--- src/rtl/uart_rx_fifo.sv ---
module uart_rx_fifo #(
  parameter int DEPTH = 16,
  parameter int DW    = 8,
  parameter int TRIG  = 1
) (
  input  logic          clk,
  input  logic          rst_n,
  input  logic          fifo_mode,
  input  logic          push,
  input  logic [DW-1:0] push_data,
  input  logic          push_frm,
  input  logic          push_par,
  input  logic          brk_push,
  input  logic          pop,
  input  logic          stat_clr,
  output logic [DW-1:0] pop_data,
  output logic [3:0]    pop_tag,
  output logic          rx_empty,
  output logic          rx_full,
  output logic          can_accept,
  output logic          rx_irq,
  output logic [3:0]    rx_status
);
  localparam int AW = $clog2(DEPTH);
  localparam int CW = $clog2(DEPTH + 1);
  localparam int EW = DW + 4;

  logic [EW-1:0] mem [DEPTH];
  logic [AW-1:0] rd_q;
  logic [CW-1:0] cnt_q;
  logic          mode_q, ovr_q;

  logic          chg, wr_req, wr_ok, rd_ok, rd_adv;
  logic [CW-1:0] depth_c, cnt_nxt;
  logic [AW-1:0] mask, wr_slot;
  logic [EW-1:0] wr_word;

  assign chg     = fifo_mode != mode_q;
  assign depth_c = mode_q ? CW'(DEPTH) : CW'(1);
  assign mask    = mode_q ? AW'(DEPTH - 1) : '0;
  assign wr_req  = push | brk_push;
  assign wr_ok   = wr_req & ~chg & (cnt_q < depth_c);
  assign rd_ok   = pop & ~chg;
  assign rd_adv  = rd_ok & (cnt_q != '0);
  assign cnt_nxt = cnt_q + CW'(wr_ok) - CW'(rd_adv);
  assign wr_slot = AW'(rd_q + AW'(cnt_q)) & mask;
  assign wr_word = brk_push ? {ovr_q, 3'b100, DW'(0)}
                            : {ovr_q, 1'b0, push_par, push_frm, push_data};

  assign {pop_tag, pop_data} = mem[rd_q];
  assign rx_empty   = cnt_q == '0;
  assign rx_full    = cnt_q == depth_c;
  assign can_accept = cnt_q < depth_c;

  always_ff @(posedge clk) begin
    if (!rst_n) begin
      for (int i = 0; i < DEPTH; i++) mem[i] <= '0;
    end else if (wr_ok) begin
      mem[wr_slot] <= wr_word;
    end
  end

  always_ff @(posedge clk) begin
    if (!rst_n) begin
      rd_q      <= '0;
      cnt_q     <= '0;
      mode_q    <= 1'b0;
      ovr_q     <= 1'b0;
      rx_irq    <= 1'b0;
      rx_status <= '0;
    end else if (chg) begin
      mode_q <= fifo_mode;
      rd_q   <= '0;
      cnt_q  <= '0;
      ovr_q  <= 1'b0;
      rx_irq <= 1'b0;
      if (stat_clr) rx_status <= '0;
    end else begin
      cnt_q <= cnt_nxt;
      if (rd_adv) rd_q <= AW'(rd_q + 1'b1) & mask;
      if (wr_ok) ovr_q <= 1'b0;
      else if (wr_req) ovr_q <= 1'b1;
      if (wr_ok && int'(cnt_nxt) == TRIG) rx_irq <= 1'b1;
      else if (rd_ok && int'(cnt_nxt) + 1 == TRIG) rx_irq <= 1'b0;
      if (rd_ok) rx_status <= pop_tag;
      else if (stat_clr) rx_status <= '0;
    end
  end

  a_r2_cnt_bound: assert property (@(posedge clk) disable iff (!rst_n)
    cnt_q <= depth_c);
  a_r2_single_depth: assert property (@(posedge clk) disable iff (!rst_n)
    !mode_q |-> cnt_q <= CW'(1));
  a_r4_no_overwrite: assert property (@(posedge clk) disable iff (!rst_n)
    (wr_req && rx_full && !pop && !chg) |=> rx_full && $stable(rd_q));
  a_r5_empty_pop: assert property (@(posedge clk) disable iff (!rst_n)
    (pop && rx_empty && !wr_req && !chg) |=> rx_empty && $stable(rd_q));
  a_r6_irq_rise: assert property (@(posedge clk) disable iff (!rst_n)
    $rose(rx_irq) |-> !rx_empty);
  a_r7_flush: assert property (@(posedge clk) disable iff (!rst_n)
    chg |=> rx_empty && !rx_irq && rd_q == '0);
endmodule

--- config.mk ---
export PLATFORM = sky130hd
export DESIGN_NAME = uart_rx_fifo
export DESIGN_NICKNAME = d
export VERILOG_FILES = /design/src/rtl/uart_rx_fifo.sv
export SDC_FILE = /design/constraint.sdc
export NUM_CORES = 1
export LEC_CHECK = 0
export BUFFER_PORTS_ARGS = -buffer_cell sky130_fd_sc_hd__buf_2
export CAP_MARGIN = 10
export CORE_ASPECT_RATIO = 0.8
export CORE_MARGIN = 3
export CORE_UTILIZATION = 55
export CTS_BUF_LIST = sky130_fd_sc_hd__clkbuf_16
export DETAILED_ROUTE_END_ITERATION = 8
export PLACE_DENSITY = 0.72
export SLEW_MARGIN = 25
export SYNTH_ARGS = -nofsm -noshare
export SYNTH_HDL_FRONTEND = slang
export SYNTH_SLANG_ARGS = --single-unit
--- constraint.sdc ---
create_clock -name clk -period 4.72 [get_ports clk]
set_clock_uncertainty 0.15 [all_clocks]
set_input_delay 0.944 -clock clk [delete_from_list [all_inputs] [get_ports clk]]
set_output_delay 0.944 -clock clk [all_outputs]
set_load 0.02 [all_outputs]
# Yosys cells after proc, flatten, opt, wreduce, memory -nomap -nowiden
# Memories as Yosys holds them, arrays and structs flattened. A register that Yosys moved wholly into a read port is not among the register bits.
# Index checks and enable logic that the tools add are counted.
[totals] ff_bits=16 ram_bits=192 input_bits=17 out_inout_bits=20 elab_cells=51 memories=1
[classes] addsub=5 magnitude_cmp=1 n_eq_ne=4 mux=17 bitwise_logic=9 n_reduce_logical=8
[memory_table] name="mem" words=16 word_bits=12 read_ports=1 rd_ports_with_merged_regs=1 write_ports=16 line="28" rtl="logic [EW-1:0] mem [DEPTH];"
[ops] cell="$mux W4" count=7
[ops] cell="$mux W12" count=1
[ops] cell="$reduce_or A12 Y1" count=1
[ops] cell="$mux W11" count=1
[ops] cell="$and A4 B4 Y4" count=2
[ops] cell="$mux W1" count=7
[ops] cell="$add A5 B1 Y6 const B" count=1
[ops] cell="$eq A6 B1 Y1 const B" count=1
[ops] cell="$add A5 B1 Y5" count=1
[ops] cell="$eq A5 B2 Y1 const B" count=1
[ops] cell="$eq A5 B5 Y1" count=1
[ops] cell="$logic_not A5 Y1" count=1
[ops] cell="$lt A5 B5 Y1" count=1
[ops] cell="$mux W5" count=1
[ops] cell="$reduce_bool A5 Y1" count=1
[ops] cell="$sub A5 B1 Y5" count=1
[ops] cell="$add A4 B1 Y4 const B" count=1
[ops] cell="$add A4 B4 Y4" count=1
[ops] cell="$and A1 B1 Y1" count=4
[ops] cell="$reduce_or A3 Y1" count=1
[ops] cell="$logic_and A1 B1 Y1" count=2
[ops] cell="$not A1 Y1" count=2
[ops] cell="$reduce_bool A2 Y1" count=1
[ops] cell="$reduce_or A2 Y1" count=1
[ops] cell="2 further kinds" count=2

# Depth between registers and ports, before layout
# Gate-level depths: netlist of run 1.
[depth] depth_word=11 mapped_depth=16 depth_no_buf=15

# Worst setup path before layout of run 1
# No wires, ideal clock.
[synth_timing] path_kind="register to register" start="register cnt_q[2]" end="register rx_irq" setup_time_ps=115 arrival_ps=3374 t_required_ps=4455 slack_ps=1081 stages_incl_launch_ff=15 n_path_buf=0 synth_period_minus_slack_ps=3639 path_cell_list="dfxtp_1 inv_1 ha_1 nor4b_1 nand3b_1 inv_1 ha_1 inv_1 ha_1 fa_1 nand2b_1 a21oi_1 xnor2_1 a41oi_1 a2111oi_0"
[synth_between] elab_chain_len=8 word_cells_on_any_way=13 classes_between="add/sub (3); order compare (1); eq/ne (2); mux (1); bitwise (2); reduce/logical (4)"
[synth_lines] item="from (decl)" line="30" rtl="logic [CW-1:0] cnt_q;"
[synth_lines] item="from (signal assigned)" line="79" rtl="cnt_q <= cnt_nxt;"
[synth_lines] item="$lt A5 B5 Y1" line="42" rtl="assign wr_ok = wr_req & ~chg & (cnt_q < depth_c);"
[synth_lines] item="$and A1 B1 Y1" line="42"
[synth_lines] item="$add A5 B1 Y5" line="45" rtl="assign cnt_nxt = cnt_q + CW'(wr_ok) - CW'(rd_adv);"
[synth_lines] item="$sub A5 B1 Y5" line="45"
[synth_lines] item="$add A5 B1 Y6" line="84" rtl="else if (rd_ok && int'(cnt_nxt) + 1 == TRIG) rx_irq <= 1'b0;"
[synth_lines] item="$eq A6 B1 Y1" line="84"
[synth_lines] item="$logic_and A1 B1 Y1" line="84"
[synth_lines] item="$reduce_bool A2 Y1 (no line)"
[synth_lines] item="to (decl)" line="21" rtl="output logic rx_irq,"
# Parallel ways exist; a longest one is shown, timed or not.
# A chain may end at the register's enable or synchronous reset.

# Worst setup path in the final report of run 1
[layout_timing] start="register mode_q" end="register rx_irq"
[layout_between] elab_chain_len=10 word_cells_on_any_way=18 classes_between="add/sub (3); order compare (1); eq/ne (3); mux (2); bitwise (5); reduce/logical (4)"
[layout_lines] item="from (decl)" line="31" rtl="logic mode_q, ovr_q;"
[layout_lines] item="from (signal assigned)" line="72" rtl="mode_q <= fifo_mode;"
[layout_lines] item="branches (longest 10 deep; another with $add A5 B1 Y6)"
# Parallel ways; which one is timed is not known.

==> flow_summary.toml, run 1 <==
[run_status]
status = "complete, no violations"

[pwr]
ir_worst_vdd_mv = 0.410
total_power_mw = 4.43
p_per_area_nw_per_um2 = 409
leakage_nw = 3.83

[hold_path]
whs_path_depth = 1
hold-path-endpoint = "rx_status[2]$_SDFF_PN0_"
min_from = "rx_status[2]$_SDFF_PN0_"
min_path_type = "flop to flop"

[detailed_routing]
drc_errors = 0
drtIter0Drc = 824
wl_per_cell_um = 24.8
dr_total_vias = 6283
ant_nets = 0
post_drt_via_cell_ratio = 6.38
dr.pass1.iters = 5
wl_um = 24400

[critical_path]
crit_path_end_kind = "flop"
critPathKind = "flop to flop"
regToRegStartpoint = "mode_q$_SDFFE_PN0P_"
setup.worst_path.start_class = "flop"
path_max_fanout = 13
r2r_setup_slack_ps = 800
crit_slowest_cell = "dfxtp_1"
critPathLaunch = "mode_q$_SDFFE_PN0P_"
path_cells = "inv_1 -> ha_1 -> nand2b_1 -> a31oi_1 -> nor3_2 -> inv_1 -> ha_1 -> inv_1 -> ha_1 -> fa_1 -> xor2_1 -> nor2b_1 -> a41oi_1 -> a2111oi_0"
crit_buf_inv = 3
crit_arrival_ps = 4120
max_stage_delay_ps = 680
rr_endpoint = "rx_irq$_SDFFE_PP0P_"
rr_worst_depth = 14
cp.required_ps = 4920
critPathTopFamily = "compound AO/OA/AOI/OAI gates"

[clock_network]
cts-buffers-inserted = 22
postCtsSetupRepairBufs = 0
cts.sinks = 212
htree_levels = 1
root_buffer = "clkbuf_16"
post_cts_resized = 0
cts_tree = "yes"
clockBufferDepth = 3
insertion_delay_ps = 490
holdBufCountCts = 0
clk_pin_slew_ps = 60

[cells_and_area]
final_cell_mix = "nor2_1 (201), edfxtp_1 (192), mux4_2 (56), nand3_1 (52), buf_2 (36)"
diodes = 0
areaGrowthSynthToFinish_pct = 12.0
mostFrequentLayoutCell = "nor2_1"
n_fill_cell = 1229
final_cell_area_sq_um = 10800
drive_above_1_share = 0.208
nets = 782

[yosys]
ys_ff_latch = 212
synth-edff-count = 192
syn_area_sq_um = 9660
synth-async-reset-ratio = 0
syn_avg_cell_area_sq_um = 13.5
syn_inst = 713
ys_types = 39
synth_top_area_frac = 0.597
synth_top_area_cell = "edfxtp_1"
synth.area.top_cells = "edfxtp_1 (60%), mux4_2 (13%), nor2_1 (7.8%)"
yosysSeqAreaShare = 0.638
syn-num-nets = 746
yosysWarnings = 0
synth-main-ff-cell = "edfxtp_1"

[global_route]
grt_overflow = 0
grt_start_max_net_pins = 53
grt_use_total = 0.256
gr-usage-met3 = 0.0615
grt_use_met2 = 0.390
grt_use_met1 = 0.377
grt_pass1_wl_um = 37300
antenna_found_initial = 1
grt_pass1_vias = 6276
busiest_layer = "met2"

[timing]
setup-tns-final_ps = 0
layout_setup_ws_ps = 800
period_share = 0.831
min_period_ps = 3920
finalSetupViolCount = 0
worst_pin_slew_ps = 930
slew_headroom = 0.380
final_max_slew_viol_count = 0
rsz0062_at_grt = "no"
hold_violations = 0
fmax_ghz = 0.255
hold_slack_ps = 339

[floorplanning]
fp.coreArea_sq_um = 16900
fp.dieH_um = 125
dieArea_sq_um = 19200
ios = 37
core.rowCount = 42
die_x_um = 154
initial_core_util = 0.573

[place]
dpl_cell_area_sq_um = 10100
port_buffers = 36
pre_cts_ws_ps = 833
dp_hpwl_um = 16500
place.gp.congestion = 0.853

[run]
maxCapViolations = 0
-- registers in the layout (all words and copies together), names as in the netlist, named ones only --
| name | cells |
|---|---|
| mem | 192 |
| cnt_q | 5 |
| rd_q | 4 |
| rx_status | 4 |
| mode_q | 1 |
| ovr_q | 1 |
| rx_irq | 1 |
-- per-layer routing --
metal | part of all wire | vias to the layer above
met5 | 0 | -
met4 | 0.023 | 0
met3 | 0.12 | 44
met2 | 0.47 | 426
met1 | 0.39 | 3107
li1 | - | 2706
-- logic make-up (layout without fill, tap and decap cells) --
family          count (synthesis)  after routing  share of synthesized area
xor+xnor                        8              8                    0.00920
mux                            56             56                      0.131
flops                         212            212                      0.638
fa+ha+maj                      16             16                     0.0223
compound gates                 49             49                     0.0332
simple gates                  308            308                      0.139
buf+inv                        64            116                     0.0277
-- area by class of cell --
type	count	area (sq um)	share of cell area
clock buffers	24	601	0.0555
multi-input cells	437	3240	0.299
flip-flops and latches	212	6170	0.570
well taps	220	275	0.0254
inverters	15	56.3	0.00520
repair buffers	61	380	0.0351
clock inverters	16	100	0.00925
-- where the power goes --
group | internal, mW | total, mW | switching (mW)
combinational | 0.213 | 0.591 | 0.378
clock | 0.970 | 1.66 | 0.695
sequential | 2.13 | 2.17 | 0.0445
total | 3.31 | 4.43 | 1.12
-- worst max path at each step --
stage               slack [ps]                  endpoint  cells after the start
floorplan                 1080       rx_irq$_SDFFE_PP0P_                     14
global placement          1100  mem[5][11]$_SDFFCE_PN0P_                      7
detailed placement         830       rx_irq$_SDFFE_PP0P_                     14
CTS                        780               pop_data[7]                      4
global route               480       rx_irq$_SDFFE_PP0P_                     15
finish                     800       rx_irq$_SDFFE_PP0P_                     14
-- synthesized netlist by cell type, types with 2 or more instances --
library cell	n
a21oi_1	11
a22oi_1	8
a41o_1	7
and2_1	3
and3_1	5
buf_1	5
buf_2	13
buf_4	3
clkbuf_1	28
dfxtp_1	20
edfxtp_1	192
fa_1	2
ha_1	14
inv_1	15
mux4_2	56
nand2_1	16
nand2b_1	2
nand3_1	54
nor2_1	201
nor2b_1	15
nor3_1	4
nor3_2	2
o21ai_0	16
xnor2_1	4
xor2_1	3
-- through the flow --
stage                     utilization  std cells
final                           0.642        985
after global placement          0.600        945
after detailed placement        0.600        945
after global routing            0.642        985
after floorplan                     -        713
after CTS                       0.641        985
(Power assumes the default switching activity.)
==> inputs of run 2 (changes only) <==
- ABC_AREA: not set -> 1
- PLACE_DENSITY: 0.72 -> 0.75
- clock period: 4.72 -> 3.21 ns (I/O delays scaled with it)
==> run 2 against run 1 <==
  * Utilization down 0.55 points
  * Largest power group unchanged
  * Highest routed layer unchanged
  * Setup slack worse by 700 ps
  * Sequential power up 47%
==> flow_summary.toml, run 2 <==
[detailed_routing]
ant_nets = 0
dr_total_vias = 7496
wl_um = 26100
post_drt_via_cell_ratio = 5.87
wl_per_cell_um = 20.4
drc_errors = 0
dr.pass1.iters = 5
drtIter0Drc = 983

[yosys]
synth.area.top_cells = "edfxtp_1 (59%), nor2_1 (12%), o21ai_0 (4.3%)"
synth-async-reset-ratio = 0
syn_area_sq_um = 9830
yosysSeqAreaShare = 0.627
syn-num-nets = 1027
ys_types = 33
synth_top_area_frac = 0.587
ys_ff_latch = 212
synth-edff-count = 192
synth_commonest_cells = "nor2_1 (311), edfxtp_1 (192), nand2_1 (98), o21ai_0 (85), inv_1 (50)"
synth-main-ff-cell = "edfxtp_1"
yosysMostFrequentCell = "nor2_1"
syn_inst = 994
syn_avg_cell_area_sq_um = 9.89
synth_top_area_cell = "edfxtp_1"
yosysWarnings = 0

[critical_path]
setup.worst_path.start_class = "flop"
rr_worst_depth = 17
crit_path_end_kind = "output pin"
crit_arrival_ps = 2310
worstSetupEndpoint = "pop_data[5]"
path_max_fanout = 24
crit_slowest_cell = "dfxtp_4"
cp.required_ps = 2420
r2r_setup_slack_ps = 230
regToRegStartpoint = "cnt_q[2]$_SDFF_PP0_"
critPathKind = "flop to output pin"
rr_endpoint = "rx_irq$_SDFFE_PP0P_"
max_stage_delay_ps = 380
path_cells = "inv_4 -> buf_4 -> o21ai_0 -> o221ai_1 -> nand3_1 -> nand2_1 -> buf_2"

[floorplanning]
fp.coreArea_sq_um = 17400
initial_core_util = 0.564
dieArea_sq_um = 19500
die_x_um = 155
fp.dieH_um = 126
ios = 37
core.rowCount = 43

[cells_and_area]
drive_above_1_share = 0.143
n_fill_cell = 1396
seqCellArea_sq_um = 6170
final_cell_area_sq_um = 11100
multi_input_area_sq_um = 3160
largest_reg_flops = 192
areaGrowthSynthToFinish_pct = 12.8
top_register = "mem"
largestRegisters = "mem: 192 flops, cnt_q: 5 flops"
diodes = 0
nets = 1069
mostFrequentLayoutCell = "nor2_1"
final_cell_mix = "nor2_1 (311), edfxtp_1 (192), nand2_1 (98), o21ai_0 (85), inv_1 (60)"
fin_util = 0.636

[clock_network]
cts_tree = "yes"
cts.sinks = 212
holdBufCountCts = 0
clk_pin_slew_ps = 60
root_buffer = "clkbuf_16"
insertion_delay_ps = 510
post_cts_resized = 0
cts-buffers-inserted = 22
postCtsSetupRepairBufs = 0
clockBufferDepth = 3
htree_levels = 1

[global_route]
grt_pass1_vias = 7228
antenna_found_initial = 0
grt_overflow = 0
grt_use_total = 0.263
grt_pass1_wl_um = 39800
grt_start_max_net_pins = 106

[pwr]
leakage_nw = 4.34
total_power_mw = 6.80
p_per_area_nw_per_um2 = 613
ir_worst_vdd_mv = 0.266

[run_status]
status = "complete, no violations"

[timing]
rsz0062_at_grt = "no"
hold_violations = 0
fmax_ghz = 0.322
layout_setup_ws_ps = 104
finalSetupViolCount = 0
min_period_ps = 3110
setup-tns-final_ps = 0
worst_pin_slew_ps = 687
slew_headroom = 0.539
period_share = 0.968
final_max_slew_viol_count = 0

[place]
place.gp.congestion = 0.851
port_buffers = 36
dp_hpwl_um = 15900
dpl_cell_area_sq_um = 10400
pre_cts_ws_ps = 144

[run]
maxCapViolations = 0

[hold_path]
min_path_type = "input port to flop"
whs_path_depth = 3
==> run 2: changes by cell type after synthesis, moves of 18 or more <==
| cell | previous run | this run |
|---|---|---|
| nand2_1 | 16 | 98 |
| nor2_1 | 201 | 311 |
| mux4_2 | 56 | 0 |
| o211ai_1 | 0 | 19 |
| o221ai_1 | 0 | 22 |
| nand2_2 | 0 | 18 |
| o21ai_0 | 16 | 85 |
| inv_1 | 15 | 50 |
==> run 2: stage by stage <==
stage | instances | hold slack (ps)
global placement | 1236 | 386
detailed placement | 1236 | 379
global route | 1276 | 247
floorplan | 994 | 352
finish | 1276 | 226
CTS | 1275 | 215
==> run 2: worst min path at each step <==
stage               slack, ps                  from             endpoint
floorplan                 350  rd_q[0]$_SDFFE_PP0N_                 flop
global placement          390   rx_irq$_SDFFE_PP0P_  rx_irq$_SDFFE_PP0P_
detailed placement        380   rx_irq$_SDFFE_PP0P_  rx_irq$_SDFFE_PP0P_
CTS                       220             fifo_mode  mode_q$_SDFFE_PN0P_
global route              250             fifo_mode  mode_q$_SDFFE_PN0P_
finish                    230             fifo_mode  mode_q$_SDFFE_PN0P_
==> run 2: cell type report <==
class	count	share of cell area
repair buffers	87	0.0560
clock inverters	16	0.00598
inverters	55	0.0188
multi-input cells	658	0.285
flip-flops and latches	212	0.556
well taps	225	0.0254
clock buffers	23	0.0519
==> run 2: power breakdown <==
part	switching, mW	leakage [nW]	internal [mW]
Combinational	0.875	1.84	0.405
Sequential	0.0588	2.15	3.14
Clock	1.03	0.358	1.29
==> run 2: routing by layer <==
| layer | global-route usage | wire, um | up-vias | share of wire |
|---|---|---|---|---|
| met5 | 0 | 0 | - | 0 |
| met4 | 0.0715 | 756 | 0 | 0.029 |
| met3 | 0.0606 | 2850 | 60 | 0.11 |
| met2 | 0.404 | 11900 | 414 | 0.46 |
| met1 | 0.382 | 10600 | 3568 | 0.41 |
| li1 | - | - | 3454 | - |
==> run 2: kinds of logic after synthesis <==
family,synth area share
adder cells (fa/ha/maj),0.0219
AO/OA/AOI/OAI,0.0918
buffers and inverters,0.0507
XOR/XNOR,0.00357
AND/OR/NAND/NOR,0.205
flip-flops,0.627
==> run 2: critical path: cells and delay by family, from the launching register on <==
kind                   cells  cell delay, ps
AOI/OAI and AO/OA          2             420
and+or+nand+nor            2             320
buffers and inverters      3             680
DFF                        1             380
